File: config.mk
export PLATFORM = sky130hd
export DESIGN_NAME = uart_regbank
export DESIGN_NICKNAME = d
export VERILOG_FILES = /design/src/rtl/uart_rb_pkg.sv /design/src/rtl/uart_rb_cmd_dec.sv /design/src/rtl/uart_rb_tx_hold.sv /design/src/rtl/uart_rb_irq.sv /design/src/rtl/uart_regbank.sv
export SDC_FILE = /design/constraint.sdc
export NUM_CORES = 1
export LEC_CHECK = 0
export ABC_AREA = 1
export BUFFER_PORTS_ARGS = -buffer_cell sky130_fd_sc_hd__buf_2
export CORE_ASPECT_RATIO = 1.25
export CORE_UTILIZATION = 53
export CTS_BUF_LIST = sky130_fd_sc_hd__clkbuf_4
export CTS_CLUSTER_SIZE = 30
export DETAILED_ROUTE_END_ITERATION = 7
export PLACE_DENSITY = 0.83
export SYNTH_ARGS = -nofsm -noshare
export SYNTH_HDL_FRONTEND = slang
export SYNTH_SLANG_ARGS = --single-unit
export TNS_END_PERCENT = 1
File: constraint.sdc
create_clock -name clk -period 2.4 [get_ports clk]
set_input_delay 0.12 -clock clk [delete_from_list [all_inputs] [get_ports clk]]
set_output_delay 0.12 -clock clk [all_outputs]
set_load 0.02 [all_outputs]
File: src/rtl/uart_rb_pkg.sv
package uart_rb_pkg;

  localparam logic [5:0] OFS_MODE = 6'h00;
  localparam logic [5:0] OFS_STAT = 6'h04;
  localparam logic [5:0] OFS_CMD  = 6'h08;
  localparam logic [5:0] OFS_DATA = 6'h0C;
  localparam logic [5:0] OFS_AUX  = 6'h10;
  localparam logic [5:0] OFS_INT  = 6'h14;
  localparam logic [5:0] OFS_DIVA = 6'h18;
  localparam logic [5:0] OFS_DIVB = 6'h1C;

  // status bit positions
  localparam int ST_RXAV  = 0;
  localparam int ST_RXFL  = 1;
  localparam int ST_TXEN  = 2;
  localparam int ST_TXEMP = 3;

  // interrupt status bit positions
  localparam int IS_TX  = 0;
  localparam int IS_RX  = 1;
  localparam int IS_BRK = 2;

  // mode register 0 bit choosing the receive interrupt source
  localparam int MODE_RXSEL = 6;

  typedef enum logic [2:0] {
    MISC_NOP_A  = 3'd0,
    MISC_PTR0   = 3'd1,
    MISC_RXRST  = 3'd2,
    MISC_TXRST  = 3'd3,
    MISC_NOP_B  = 3'd4,
    MISC_BRKCLR = 3'd5,
    MISC_NOP_C  = 3'd6,
    MISC_NOP_D  = 3'd7
  } misc_e;

  typedef enum logic [1:0] {
    EN_KEEP = 2'd0,
    EN_ON   = 2'd1,
    EN_OFF  = 2'd2,
    EN_RSVD = 2'd3
  } en_e;

  typedef struct packed {
    logic ptr_rst;
    logic rx_rst;
    logic tx_rst;
    logic brk_clr;
    logic tx_on;
    logic tx_off;
    logic rx_on;
    logic rx_off;
  } cmd_act_t;

endpackage

File: src/rtl/uart_rb_cmd_dec.sv
module uart_rb_cmd_dec
  import uart_rb_pkg::*;
(
  input  logic       cmd_wr,
  input  logic [6:0] cmd,
  output cmd_act_t   act
);

  misc_e misc;
  en_e   txf;
  en_e   rxf;

  assign misc = misc_e'(cmd[6:4]);
  assign txf  = en_e'(cmd[3:2]);
  assign rxf  = en_e'(cmd[1:0]);

  always_comb begin
    act = '0;
    if (cmd_wr) begin
      unique case (misc)
        MISC_PTR0:   act.ptr_rst = 1'b1;
        MISC_RXRST:  act.rx_rst  = 1'b1;
        MISC_TXRST:  act.tx_rst  = 1'b1;
        MISC_BRKCLR: act.brk_clr = 1'b1;
        default:     ;
      endcase
      act.tx_on  = (txf == EN_ON);
      act.tx_off = (txf == EN_OFF);
      act.rx_on  = (rxf == EN_ON);
      act.rx_off = (rxf == EN_OFF);
    end
  end

endmodule

File: src/rtl/uart_rb_tx_hold.sv
module uart_rb_tx_hold #(
  parameter int DATA_W = 8
) (
  input  logic              clk,
  input  logic              rst,
  input  logic              buf_wr,
  input  logic [DATA_W-1:0] buf_data,
  input  logic              tx_rst,
  input  logic              tx_on,
  input  logic              tx_off,
  input  logic              txs_ready,
  output logic              txs_valid,
  output logic [DATA_W-1:0] txs_data,
  output logic              tx_en,
  output logic              tx_empty
);

  logic              en_q;
  logic              empty_q;
  logic [DATA_W-1:0] hold_q;
  logic              hs;

  assign txs_valid = en_q & ~empty_q;
  assign txs_data  = hold_q;
  assign tx_en     = en_q;
  assign tx_empty  = empty_q;
  assign hs        = txs_valid & txs_ready;

  // misc reset acts before the enable field of the same byte
  always_ff @(posedge clk) begin
    if (rst)                 en_q <= 1'b0;
    else if (tx_on)          en_q <= 1'b1;
    else if (tx_off | tx_rst) en_q <= 1'b0;
  end

  // a buffer write outranks the handshake of the previous byte
  always_ff @(posedge clk) begin
    if (rst)               empty_q <= 1'b1;
    else if (buf_wr)       empty_q <= 1'b0;
    else if (tx_rst | hs)  empty_q <= 1'b1;
  end

  always_ff @(posedge clk) begin
    if (rst)         hold_q <= '0;
    else if (buf_wr) hold_q <= buf_data;
  end

  assert_hold_stable_R6: assert property (@(posedge clk) disable iff (rst)
    (txs_valid && !txs_ready && !buf_wr && !tx_rst && !tx_off)
      |=> (txs_valid && $stable(txs_data)));

  assert_drain_after_hs_R6: assert property (@(posedge clk) disable iff (rst)
    (hs && !buf_wr) |=> !txs_valid);

  assert_write_pends_R7: assert property (@(posedge clk) disable iff (rst)
    buf_wr |=> (!tx_empty && txs_data == $past(buf_data)));

  assert_reset_discards_R13: assert property (@(posedge clk) disable iff (rst)
    (tx_rst && !buf_wr && !tx_on) |=> (!txs_valid && tx_empty));

endmodule

File: src/rtl/uart_rb_irq.sv
module uart_rb_irq
  import uart_rb_pkg::*;
#(
  parameter int DATA_W = 8
) (
  input  logic              clk,
  input  logic              rst,
  input  logic              mask_wr,
  input  logic [DATA_W-1:0] mask_in,
  input  logic              brk_evt,
  input  logic              brk_clr,
  input  logic              tx_rdy,
  input  logic              rx_avail,
  input  logic              rx_full,
  input  logic              rx_sel,
  output logic [DATA_W-1:0] isr,
  output logic              irq
);

  logic [DATA_W-1:0] mask_q;
  logic              brk_q;

  always_ff @(posedge clk) begin
    if (rst)          mask_q <= '0;
    else if (mask_wr) mask_q <= mask_in;
  end

  // an event in the clear cycle keeps the latch set
  always_ff @(posedge clk) begin
    if (rst)          brk_q <= 1'b0;
    else if (brk_evt) brk_q <= 1'b1;
    else if (brk_clr) brk_q <= 1'b0;
  end

  always_comb begin
    isr         = '0;
    isr[IS_TX]  = tx_rdy;
    isr[IS_RX]  = rx_sel ? rx_full : rx_avail;
    isr[IS_BRK] = brk_q;
  end

  assign irq = |(isr & mask_q);

  assert_brk_set_R11: assert property (@(posedge clk) disable iff (rst)
    brk_evt |=> isr[IS_BRK]);

  assert_brk_clear_R11: assert property (@(posedge clk) disable iff (rst)
    (brk_clr && !brk_evt) |=> !isr[IS_BRK]);

  assert_mask_zero_quiet_R10: assert property (@(posedge clk) disable iff (rst)
    (mask_wr && mask_in == '0) |=> !irq);

endmodule

File: src/rtl/uart_regbank.sv
module uart_regbank
  import uart_rb_pkg::*;
#(
  parameter int              ADDR_W    = 6,
  parameter int              DATA_W    = 8,
  parameter int              MODE_REGS = 2,
  parameter logic [DATA_W-1:0] DIV_A_VAL = 8'h00,
  parameter logic [DATA_W-1:0] DIV_B_VAL = 8'h1B
) (
  input  logic              clk,
  input  logic              rst,
  input  logic              bus_wr,
  input  logic              bus_rd,
  input  logic [ADDR_W-1:0] bus_addr,
  input  logic [DATA_W-1:0] bus_wdata,
  output logic [DATA_W-1:0] bus_rdata,
  output logic              irq,
  output logic              txs_valid,
  input  logic              txs_ready,
  output logic [DATA_W-1:0] txs_data,
  input  logic              rxq_avail,
  input  logic              rxq_full,
  input  logic [DATA_W-1:0] rxq_data,
  output logic              rxq_pop,
  output logic              rxq_flush,
  input  logic              rx_break,
  output logic              rx_enable
);

  localparam int PTR_W = (MODE_REGS > 1) ? $clog2(MODE_REGS) : 1;
  localparam logic [PTR_W-1:0] PTR_LAST = PTR_W'(MODE_REGS - 1);

  // offset decode
  logic hit_mode, hit_stat, hit_cmd, hit_data, hit_int, hit_diva, hit_divb;
  assign hit_mode = (bus_addr == ADDR_W'(OFS_MODE));
  assign hit_stat = (bus_addr == ADDR_W'(OFS_STAT));
  assign hit_cmd  = (bus_addr == ADDR_W'(OFS_CMD));
  assign hit_data = (bus_addr == ADDR_W'(OFS_DATA));
  assign hit_int  = (bus_addr == ADDR_W'(OFS_INT));
  assign hit_diva = (bus_addr == ADDR_W'(OFS_DIVA));
  assign hit_divb = (bus_addr == ADDR_W'(OFS_DIVB));

  // command decode
  cmd_act_t act;
  uart_rb_cmd_dec u_cmd (
    .cmd_wr (bus_wr & hit_cmd),
    .cmd    (bus_wdata[6:0]),
    .act    (act)
  );

  // mode registers and pointer
  logic [DATA_W-1:0] mode_q [MODE_REGS];
  logic [PTR_W-1:0]  ptr_q;
  logic              mode_wr;
  assign mode_wr = bus_wr & hit_mode;

  generate
    for (genvar g = 0; g < MODE_REGS; g++) begin : g_mode
      always_ff @(posedge clk) begin
        if (rst)                                  mode_q[g] <= '0;
        else if (mode_wr && ptr_q == PTR_W'(g))   mode_q[g] <= bus_wdata;
      end
    end
  endgenerate

  always_ff @(posedge clk) begin
    if (rst)               ptr_q <= '0;
    else if (mode_wr)      ptr_q <= (ptr_q == PTR_LAST) ? PTR_LAST : ptr_q + 1'b1;
    else if (act.ptr_rst)  ptr_q <= '0;
  end

  // receiver enable: reset field first, enable field last
  logic rx_en_q;
  always_ff @(posedge clk) begin
    if (rst)                         rx_en_q <= 1'b0;
    else if (act.rx_on)              rx_en_q <= 1'b1;
    else if (act.rx_off | act.rx_rst) rx_en_q <= 1'b0;
  end
  assign rx_enable = rx_en_q;
  assign rxq_flush = act.rx_rst;
  assign rxq_pop   = bus_rd & hit_data & rxq_avail;

  // transmit holding
  logic tx_en, tx_empty;
  uart_rb_tx_hold #(.DATA_W(DATA_W)) u_tx (
    .clk       (clk),
    .rst       (rst),
    .buf_wr    (bus_wr & hit_data),
    .buf_data  (bus_wdata),
    .tx_rst    (act.tx_rst),
    .tx_on     (act.tx_on),
    .tx_off    (act.tx_off),
    .txs_ready (txs_ready),
    .txs_valid (txs_valid),
    .txs_data  (txs_data),
    .tx_en     (tx_en),
    .tx_empty  (tx_empty)
  );

  // interrupt status and request
  logic [DATA_W-1:0] isr;
  uart_rb_irq #(.DATA_W(DATA_W)) u_irq (
    .clk      (clk),
    .rst      (rst),
    .mask_wr  (bus_wr & hit_int),
    .mask_in  (bus_wdata),
    .brk_evt  (rx_break),
    .brk_clr  (act.brk_clr),
    .tx_rdy   (tx_en),
    .rx_avail (rxq_avail),
    .rx_full  (rxq_full),
    .rx_sel   (mode_q[0][MODE_RXSEL]),
    .isr      (isr),
    .irq      (irq)
  );

  // status byte
  logic [DATA_W-1:0] status;
  always_comb begin
    status           = '0;
    status[ST_RXAV]  = rxq_avail;
    status[ST_RXFL]  = rxq_full;
    status[ST_TXEN]  = tx_en;
    status[ST_TXEMP] = tx_empty;
  end

  // read mux, registered
  logic [DATA_W-1:0] rd_mux;
  always_comb begin
    rd_mux = '0;
    if (hit_mode)      rd_mux = mode_q[ptr_q];
    else if (hit_stat) rd_mux = status;
    else if (hit_data) rd_mux = rxq_avail ? rxq_data : '0;
    else if (hit_int)  rd_mux = isr;
    else if (hit_diva) rd_mux = DIV_A_VAL;
    else if (hit_divb) rd_mux = DIV_B_VAL;
  end

  always_ff @(posedge clk) begin
    if (rst)         bus_rdata <= '0;
    else if (bus_rd) bus_rdata <= rd_mux;
  end

  assert_ptr_advance_R2: assert property (@(posedge clk) disable iff (rst)
    mode_wr |=> (ptr_q != '0));

  assert_pop_needs_data_R8: assert property (@(posedge clk) disable iff (rst)
    rxq_pop |-> rxq_avail);

  assert_rx_on_R4: assert property (@(posedge clk) disable iff (rst)
    act.rx_on |=> rx_enable);

  assert_rx_reset_R5: assert property (@(posedge clk) disable iff (rst)
    (rxq_flush && !act.rx_on) |=> !rx_enable);

  assert_tx_on_R4: assert property (@(posedge clk) disable iff (rst)
    act.tx_on |=> isr[IS_TX]);

  assert_rdata_hold_R3: assert property (@(posedge clk) disable iff (rst)
    !bus_rd |=> $stable(bus_rdata));

endmodule

==> run summary, run 1 <==
* count of warnings emitted by yosys: 0
* Yosys top cell area share: 25.6%
* dominant cell by count in the synthesized netlist: sky130_fd_sc_hd__nand2_1
* clk slew on worst S/H paths: 0.14 ns
* global-route usage over all layers: 22.5%
* fraction of power spent switching nets: 27.2%
* placer congestion estimate: 0.921
* via count of the first global-routing pass: 1591
* endpoint required time on the critical path: 2.28 ns
* Highest Clock Rate: 649 MHz
* worst-case clock skew: 0.00903 ns
* cell depth of the worst setup path: 4
* Setup Viol. Count Final: 0
* area added between synthesis and finish: 18.2%
* maximum count of clock buffers along a single path: 2
* area of combinational cells with multiple inputs: 843 um2
* worst hold path type: primary input to register
* CP Capture Point: irq
* total of buffers placed on input and output ports: 50
* post-CTS setup repair buffer count: 0
* measured slew at the worst slew-check pin: 0.602 ns
* total clock buffers created by CTS: 5
* signal arrival time at the worst endpoint: 1.42 ns
* Die X: 56.4 um
* RSZ-0062 raised after global routing: false
* syn_nets: 277
* compound-cell area share of the yosys netlist: 14.1%
* count of standard-cell rows: 24
* Largest delay share family, worst path: flip-flops
* count of antenna diodes in the layout: 0
* switching power total: 0.337 mW
* maximum resistive drop on vdd: 0.446 mV
* combinational group share of total power: 9.7%
* number of optimization iterations in the first detailed-route pass: 4
* area share of fa/ha/maj cells after synthesis: 0%
* post-synthesis register bit count: 41
* initial antenna violation count: 0
* Synth Cell Area: 0.00196 mm2
* worst setup path class: register to output port
* Buffers & Inverters on Critical Path: 1
* Reg2Reg Depth: 2
* via total after detailed routing: 1779
* leading register cell type out of synthesis: sky130_fd_sc_hd__dfxtp_1
* area of the die: 0.00394 mm2
* largest net degree at the start of global routing: 17
* top cell type by total area after synthesis: sky130_fd_sc_hd__dfxtp_1
* period utilization: 64.2%
* cell type of the slowest stage on the worst timing path: sky130_fd_sc_hd__edfxtp_1
* number of synthesized flops with an enable pin: 16
* Routed WL per cell: 12.0 um
* initial core utilization: 55.7%
* worst-skew pair later-pin latency: 0.36 ns
* commonest cells in the synthesized netlist: sky130_fd_sc_hd__nand2_1 (59), sky130_fd_sc_hd__nor2_1 (30), sky130_fd_sc_hd__inv_1 (26), sky130_fd_sc_hd__dfxtp_1 (25), sky130_fd_sc_hd__a21oi_1 (21)
* endpoint kind of the worst setup timing path: output port
* initial drt markers: 88
* core box area: 0.00351 mm2
* cell internal pwr: 0.901 mW
* total leakage power: 1.07 nW
* drc violations: 0
* launch instance of the worst register-to-register path: ptr_q
* largest cells by area after synthesis: sky130_fd_sc_hd__dfxtp_1 (26%), sky130_fd_sc_hd__edfxtp_1 (25%), sky130_fd_sc_hd__nand2_1 (11%), sky130_fd_sc_hd__nor2_1 (5.8%), sky130_fd_sc_hd__a21oi_1 (5.4%)
* part of the power in the clock network: 30.2%
* power density of the placed cells: 535 mW/mm2
* main combinational cell family by area after synthesis: simple AND/OR/NAND/NOR gates
* maximum fanout count along the critical path: 3
* number of vias per cell after detailed routing: 5.22
* ys async rst share: 0%
* Critical path origin: mode_q[0][6]
* placed standard-cell area: 0.00224 mm2
* mux share of post-synthesis cell area: 0%
* sequential-to-total area share from yosys stat: 50.1%
* Layout Cells excl Fill: 341
* wire length of the first global-routing pass: 6930 um
* final count of pins violating max slew: 0
* share of synthesized cell area in and, or, nand and nor gates: 29.0%
* post-synthesis area per instance: 7.92 um2
* setup TNS: 0 ns
* total congestion overflow: 0
* final hold violation count: 0
* Total Routed Length: 4100 um
* number of levels in the clock H-tree: 2
* DPL Wire Length: 3150 um
* CTS tree: yes
* cells after synthesis: 247
* share of the synthesized netlist area taken by xor and xnor gates: 0%
* die boundary height: 69.9 um
* number of filler instances in the final layout: 323
* result of the run: complete, no violations
* category of the worst setup path launch point: register
* ports placed on the boundary: 51
* number of nets with antenna violations after routing: 0
* maximum cell stage delay along the critical path: 0.44 ns
* series of cell instances along the critical path: o21ai_0 > nand2_1 > nand3_1 > buf_2
* post-layout instance area: 0.00231 mm2
* worst setup slack for register-to-register paths: 1.06 ns
* final critical-path required period: 1.54 ns
* worst reg2reg path endpoint: mode_q[1][0]
* instance count after placement with tap cells included: 332
* sequential cell area: 981 um2
* Cell variety after synth: 25
* root buffer cell: sky130_fd_sc_hd__clkbuf_4
* worst rel slew slack: 59.6%
* number of max-cap violations: 0
* Seq pwr share: 60.1%
* CTS Sinks: 41
* share of post-route cells with drive strength above 1: 25.5%
* Final Net Count: 331
-- state kept, by name, indices dropped and copies added, names as in the netlist, named ones only --
register and flops:
rx_enable 1, bus_rdata 8, ptr_q 1, mode_q 16, u_tx.txs_data 8, u_irq.mask_q 3, u_irq.brk_q 1, u_tx.tx_en 1
u_tx.tx_empty 1
-- per-stage QoR --
step                      hold slack, ns  setup slack, ns  util (%)  power (mW)
after global placement             0.325            0.620      63.7       0.876
after floorplan                    0.189            0.646         -       0.825
after detailed placement           0.337            0.571      63.7       0.878
after CTS                        0.00135            0.857      65.8        1.24
after global routing              0.0152            0.784      65.8        1.28
final                            0.00288            0.860      65.8        1.24
-- cell families (layout without fill, tap and decap cells) --
logic type / count (synthesis) / count (layout)
compound gates: 50 / 50
buf+inv: 33 / 88
flops: 41 / 41
simple gates: 123 / 123
-- power by group through the flow --
stage / clock (mW) / sequential, mW / combinational (mW)
2_1_floorplan: 0 / 0.765 / 0.0595
3_3_place_gp: 0 / 0.759 / 0.116
3_5_place_dp: 0 / 0.760 / 0.118
4_1_cts: 0.378 / 0.744 / 0.120
5_1_grt: 0.404 / 0.746 / 0.134
6_report: 0.374 / 0.744 / 0.120
-- cell usage in the layout (no fill, tap or decap) --
cell,instances
sky130_fd_sc_hd__inv_6,2
sky130_fd_sc_hd__o21ai_2,2
sky130_fd_sc_hd__nand3_1,16
sky130_fd_sc_hd__clkbuf_4,5
sky130_fd_sc_hd__nor3_2,1
sky130_fd_sc_hd__inv_1,26
sky130_fd_sc_hd__inv_2,1
sky130_fd_sc_hd__nand3_2,2
sky130_fd_sc_hd__nor2_2,1
sky130_fd_sc_hd__o21ai_1,3
sky130_fd_sc_hd__nor4_4,1
sky130_fd_sc_hd__dlygate4sd3_1,1
sky130_fd_sc_hd__dfxtp_1,25
sky130_fd_sc_hd__nand2_2,3
sky130_fd_sc_hd__nor2_1,30
sky130_fd_sc_hd__o21ai_0,17
sky130_fd_sc_hd__buf_4,2
sky130_fd_sc_hd__buf_2,50
sky130_fd_sc_hd__nor3_1,4
sky130_fd_sc_hd__edfxtp_1,16
sky130_fd_sc_hd__nand4_1,2
sky130_fd_sc_hd__a21oi_2,2
sky130_fd_sc_hd__a21oi_1,21
sky130_fd_sc_hd__nor2_4,4
sky130_fd_sc_hd__o211ai_1,3
sky130_fd_sc_hd__clkinvlp_4,1
sky130_fd_sc_hd__a31oi_1,2
sky130_fd_sc_hd__nand2_1,59
-- layer usage --
layer / share of wire, % / track usage (%)
met1: 43 / 27.1
met4: 0.59 / 6.50
met3: 5.7 / 4.44
met2: 51 / 40.2
met5: 0 / 0
-- worst min path at each step --
stage	start	cells after the start	slack (ns)	end
2_1_floorplan	rst	1	0.19	bus_rdata[1]
3_3_place_gp	rx_break	3	0.32	u_irq.brk_q
3_5_place_dp	rx_break	3	0.34	u_irq.brk_q
4_1_cts	rst	2	0.001	bus_rdata[3]
5_1_grt	rst	2	0.02	bus_rdata[3]
6_report	rst	2	0.003	bus_rdata[3]
-- final cells by class --
| cell class | instances | area share, % |
|---|---|---|
| Multi-Input combinational cell | 173 | 36.5 |
| Clock inverter | 3 | 1.08 |
| Sequential cell | 41 | 42.4 |
| Clock buffer | 5 | 1.62 |
| Inverter | 27 | 4.38 |
| Tap cell | 39 | 2.11 |
| Timing Repair Buffer | 53 | 11.9 |
-- timing repair --
action                                 in CTS  in global routing
hold buffers                                1                  0
resized for setup                           0                  0
endpoints found under the hold margin       1                  0
No activity file was read; power rests on OpenSTA's default activity.
==> run 2, diff against run 1 <==
Clock period 2.4 ns to 1.55 ns, I/O delays scaled along.
==> run 2 against run 1 <==
Worst hold slack better by 0.040 ns. Sequential power up 55%. Combinational power up 79%. First-iteration DRC count up 9.1%. Via count up 4.8%. Power up 68%. Global-route usage up 3.3 points. Sequential share of layout area down 2.6 points. Cell area up 6.6%. Critical path type is now primary input to register.
==> run summary, run 2 (same netlist as run 1, synthesis figures left out) <==
* result of the run: complete, no violations
* clk slew on worst S/H paths: 0.13 ns
* share of post-route cells with drive strength above 1: 26.3%
* most frequent cells in the layout: sky130_fd_sc_hd__nand2_1 (59), sky130_fd_sc_hd__buf_2 (50), sky130_fd_sc_hd__nor2_1 (30)
* total leakage power: 1.14 nW
* initial antenna violation count: 0
* root buffer cell: sky130_fd_sc_hd__clkbuf_4
* power density of the placed cells: 846 mW/mm2
* via total after detailed routing: 1864
* global-route usage over all layers: 25.8%
* worst reg2reg path endpoint: bus_rdata[1]
* Routed WL per cell: 13.3 um
* CTS tree: yes
* Die X: 56.4 um
* wire length of the first global-routing pass: 7850 um
* number of flip-flops in the largest register: 16
* total congestion overflow: 0
* maximum resistive drop on vdd: 0.710 mV
* leading cell type in the layout, fill and taps excluded: sky130_fd_sc_hd__nand2_1
* Hold Path Depth: 5
* maximum fanout count along the critical path: 7
* via count of the first global-routing pass: 1745
* DPL Wire Length: 3360 um
* final count of pins violating max slew: 0
* die boundary height: 69.9 um
* final hold violation count: 0
* tightest hold margin: 0.0429 ns
* total of buffers placed on input and output ports: 50
* global routing met1 resource utilization: 30.1%
* count of antenna diodes in the layout: 0
* final critical-path required period: 1.46 ns
* number of filler instances in the final layout: 288
* measured slew at the worst slew-check pin: 0.408 ns
* endpoint required time on the critical path: 1.81 ns
* number of max-cap violations: 0
* worst-case clock skew: 0.00383 ns
* ports placed on the boundary: 51
* worst-skew pair later-pin latency: 0.35 ns
* worst setup path class: primary input to register
* largest net degree at the start of global routing: 17
* placer congestion estimate: 0.898
* Total Routed Length: 4720 um
* Final Net Count: 345
* number of nets with antenna violations after routing: 0
* fraction of the core area covered by cells at the end of the flow: 70.2%
* area added between synthesis and finish: 26.0%
* worst setup slack for register-to-register paths: 0.34 ns
* Critical path origin: bus_addr[5]
* number of levels in the clock H-tree: 2
* maximum count of clock buffers along a single path: 2
* count of standard-cell rows: 24
* Highest Clock Rate: 684 MHz
* number of optimization iterations in the first detailed-route pass: 4
* met2 routing resource usage after global routing: 44.7%
* signal arrival time at the worst endpoint: 1.72 ns
* endpoint kind of the worst setup timing path: register
* Setup Viol. Count Final: 0
* CTS Sinks: 41
* core box area: 0.00351 mm2
* Reg2Reg Depth: 7
* period utilization: 94.3%
* most utilized layer in the global route result: met2
* worst hold path type: primary input to register
* CP Capture Point: u_irq.brk_q
* category of the worst setup path launch point: primary input
* setup TNS: 0 ns
* drc violations: 0
* number of vias per cell after detailed routing: 5.25
* met3 track demand over resource: 5.56%
* initial core utilization: 55.7%
* worst rel slew slack: 72.7%
* largest register by flop count: mode_q
* initial drt markers: 96
* total clock buffers created by CTS: 5
* area of the die: 0.00394 mm2
## run 2: cell count changes in the layout (fill, tap and decap cells not counted), sizes merged
cell	before	now
clkinv	0	1
bufinv	0	1
inv	29	27
dlygate4sd3	1	10
buf	52	57
## run 2: worst min path at each step
stage               startpoint            end  slack, ns
floorplan                  rst   bus_rdata[1]       0.15
global placement      rx_break    u_irq.brk_q       0.29
detailed placement    rx_break    u_irq.brk_q       0.30
CTS                  txs_ready  u_tx.tx_empty       0.03
global route         txs_ready  u_tx.tx_empty       0.05
finish               txs_ready  u_tx.tx_empty       0.04
## run 2: layout make-up
class | instances | area (um2) | area share [%]
clock buffer | 5 | 37.5 | 1.52
clock inverter | 3 | 46.3 | 1.88
inverter | 27 | 101 | 4.11
multi-input combinational | 173 | 847 | 34.4
sequential | 41 | 981 | 39.8
tap | 39 | 48.8 | 1.98
timing repair buffer | 67 | 403 | 16.3
## run 2: worst max-delay path, cell delays in order
cell,delay [ns]
sky130_fd_sc_hd__buf_2,0.12
sky130_fd_sc_hd__nor2_4,0.13
sky130_fd_sc_hd__nand2_2,0.06
sky130_fd_sc_hd__buf_4,0.15
sky130_fd_sc_hd__nor4_4,0.20
sky130_fd_sc_hd__buf_4,0.19
sky130_fd_sc_hd__nand2_1,0.06
sky130_fd_sc_hd__a21oi_1,0.12
sky130_fd_sc_hd__nor2_1,0.05
sky130_fd_sc_hd__dlygate4sd3_1,0.55
## run 2: per-stage QoR
stage	area (um2)	worst slack, ns	total power [mW]	instances
final	2460	0.0880	2.09	355
after global routing	2460	-0.00237	2.16	355
after CTS	2440	0.0275	2.09	352
after detailed placement	2250	0.0726	1.37	334
after global placement	2250	0.127	1.36	334
after floorplan	1960	0.0580	1.28	247
## run 2: power breakdown
part / total (mW) / switching, mW / internal (mW)
sequential: 1.15 / 0.0117 / 1.14
combinational: 0.215 / 0.131 / 0.0835
clock: 0.717 / 0.376 / 0.342
total: 2.09 / 0.519 / 1.57
## run 2: routing by layer
layer	share of wire (%)	up-vias
li1	-	950
met1	42	828
met2	51	73
met3	5.3	13
met4	2.3	0
met5	0	-
## run 2: repair_timing
item                                   CTS  global route
gates resized for setup                  0             2
setup buffers                            0             3
hold buffers                            10             0
endpoints found under the hold margin   10             0
setup endpoints to repair                0             3
==> run 3, diff against run 2 <==
Settings changed: MAX_ROUTING_LAYER set to met4.
==> run 3 against run 2 <==
Global-route usage rose by 0.68 points. Die area unchanged. Cell area unchanged. Sequential cell count is the same. Clock skew is 0.00051 ns higher. Sequential power about the same. First-iteration DRC count is 1.0% higher. Core utilization stayed put. Largest cell class unchanged.
==> run summary, run 3 (same netlist as run 1, synthesis figures left out) <==
* drc violations: 0
* measured slew at the worst slew-check pin: 0.398 ns
* number of flip-flops in the largest register: 16
* count of standard-cell rows: 24
* total congestion overflow: 0
* startpoint of the most critical hold path: txs_ready
* endpoint required time on the critical path: 1.82 ns
* maximum count of clock buffers along a single path: 2
* via count of the first global-routing pass: 1747
* global-route usage over all layers: 26.5%
* Highest Clock Rate: 689 MHz
* Setup Viol. Count Final: 0
* number of filler instances in the final layout: 288
* worst-skew pair later-pin latency: 0.36 ns
* total leakage power: 1.14 nW
* category of the worst setup path launch point: primary input
* period utilization: 93.6%
* number of vias per cell after detailed routing: 5.19
* maximum fanout count along the critical path: 7
* fraction of the core area covered by cells at the end of the flow: 70.2%
* setup TNS: 0 ns
* area of the die: 0.00394 mm2
* final count of pins violating max slew: 0
* worst reg2reg path endpoint: bus_rdata[1]
* placed standard-cell area: 0.00225 mm2
* endpoint kind of the worst setup timing path: register
* total of buffers placed on input and output ports: 50
* area added between synthesis and finish: 26.0%
* worst setup slack for register-to-register paths: 0.33 ns
* power density of the placed cells: 848 mW/mm2
* Total Routed Length: 4730 um
* wire length of the first global-routing pass: 7820 um
* DPL Wire Length: 3360 um
* most frequent cells in the layout: sky130_fd_sc_hd__nand2_1 (59), sky130_fd_sc_hd__buf_2 (50), sky130_fd_sc_hd__nor2_1 (30)
* final critical-path required period: 1.45 ns
* number of nets with antenna violations after routing: 0
* Hold Path Depth: 5
* Die X: 56.4 um
* core box area: 0.00351 mm2
* final hold violation count: 0
* signal arrival time at the worst endpoint: 1.72 ns
* initial antenna violation count: 0
* end point of the worst hold path: u_tx.tx_empty
* Final Net Count: 345
* root buffer cell: sky130_fd_sc_hd__clkbuf_4
* placer congestion estimate: 0.913
* worst hold path type: primary input to register
* Reg2Reg Depth: 7
* number of levels in the clock H-tree: 2
* number of optimization iterations in the first detailed-route pass: 4
* maximum resistive drop on vdd: 0.709 mV
* largest net degree at the start of global routing: 17
* CTS tree: yes
* Routed WL per cell: 13.3 um
* ports placed on the boundary: 51
* largest register by flop count: mode_q
* initial drt markers: 97
* via total after detailed routing: 1844
* worst setup path class: primary input to register
* count of antenna diodes in the layout: 0
* number of max-cap violations: 0
* clk slew on worst S/H paths: 0.13 ns
* leading cell type in the layout, fill and taps excluded: sky130_fd_sc_hd__nand2_1
* total clock buffers created by CTS: 5
* die boundary height: 69.9 um
* initial core utilization: 55.7%
* worst-case clock skew: 0.00434 ns
* CTS Sinks: 41
* worst rel slew slack: 73.4%
* result of the run: complete, no violations
* share of post-route cells with drive strength above 1: 26.3%
* post-layout instance area: 0.00246 mm2
[run 3: cell counts in the layout (fill, tap and decap cells not counted)]
No cell type changed its count.
[run 3: stage by stage]
stage / instances / hold WS [ns] / worst slack (ns) / power (mW)
6_report: 355 / 0.0357 / 0.0984 / 2.09
3_3_place_gp: 334 / 0.289 / 0.127 / 1.36
5_1_grt: 355 / 0.0483 / -0.00238 / 2.16
4_1_cts: 352 / 0.0285 / 0.0275 / 2.09
3_5_place_dp: 334 / 0.295 / 0.0726 / 1.37
2_1_floorplan: 247 / 0.147 / 0.0580 / 1.28
[run 3: repair_timing]
action / 4_1_cts / 5_1_grt
hold buffers: 10 / 0
gates resized for setup: 0 / 2
endpoints found under the hold margin: 10 / 0
setup buffers: 0 / 3
setup endpoints to repair: 0 / 3
[run 3: worst max-delay path: stages]
cell and delay [ns]:
sky130_fd_sc_hd__buf_2 0.12, sky130_fd_sc_hd__nor2_4 0.13, sky130_fd_sc_hd__nand2_2 0.06, sky130_fd_sc_hd__buf_4 0.15, sky130_fd_sc_hd__nor4_4 0.20, sky130_fd_sc_hd__buf_4 0.19
sky130_fd_sc_hd__nand2_1 0.06, sky130_fd_sc_hd__a21oi_1 0.12, sky130_fd_sc_hd__nor2_1 0.05, sky130_fd_sc_hd__dlygate4sd3_1 0.55
[run 3: routing by layer]
layer / up-vias / GRT usage (%) / wire (um)
met5: - / - / 0
met3: 12 / 5.56 / 260
met4: 0 / 11.9 / 103
li1: 950 / - / -
met2: 65 / 44.7 / 2420
met1: 817 / 30.0 / 1950
[run 3: worst max path at each step]
stage / from / endpoint / slack, ns / depth (start not counted)
final: bus_addr[5] / u_irq.brk_q / 0.1 / 10
after global routing: bus_addr[5] / u_irq.brk_q / -0.002 / 10
after CTS: mode_q[0][6] / irq / 0.03 / 4
after detailed placement: bus_addr[5] / mode_q[1][4] / 0.07 / 9
after global placement: bus_addr[5] / mode_q[1][7] / 0.13 / 9
after floorplan: bus_addr[5] / mode_q[0][0] / 0.06 / 7
[run 3: area by class of cell]
class                      instances  area (um2)  share of cell area [%]
inverter                          27         101                    4.11
multi-input combinational        173         847                    34.4
clock buffer                       5        37.5                    1.52
clock inverter                     3        46.3                    1.88
timing repair buffer              67         403                    16.3
tap                               39        48.8                    1.98
sequential                        41         981                    39.8
[run 3: power breakdown]
group          switching [mW]  internal, mW
Sequential             0.0119          1.14
Clock                   0.381         0.341
Combinational           0.131        0.0835
Total                   0.524          1.57
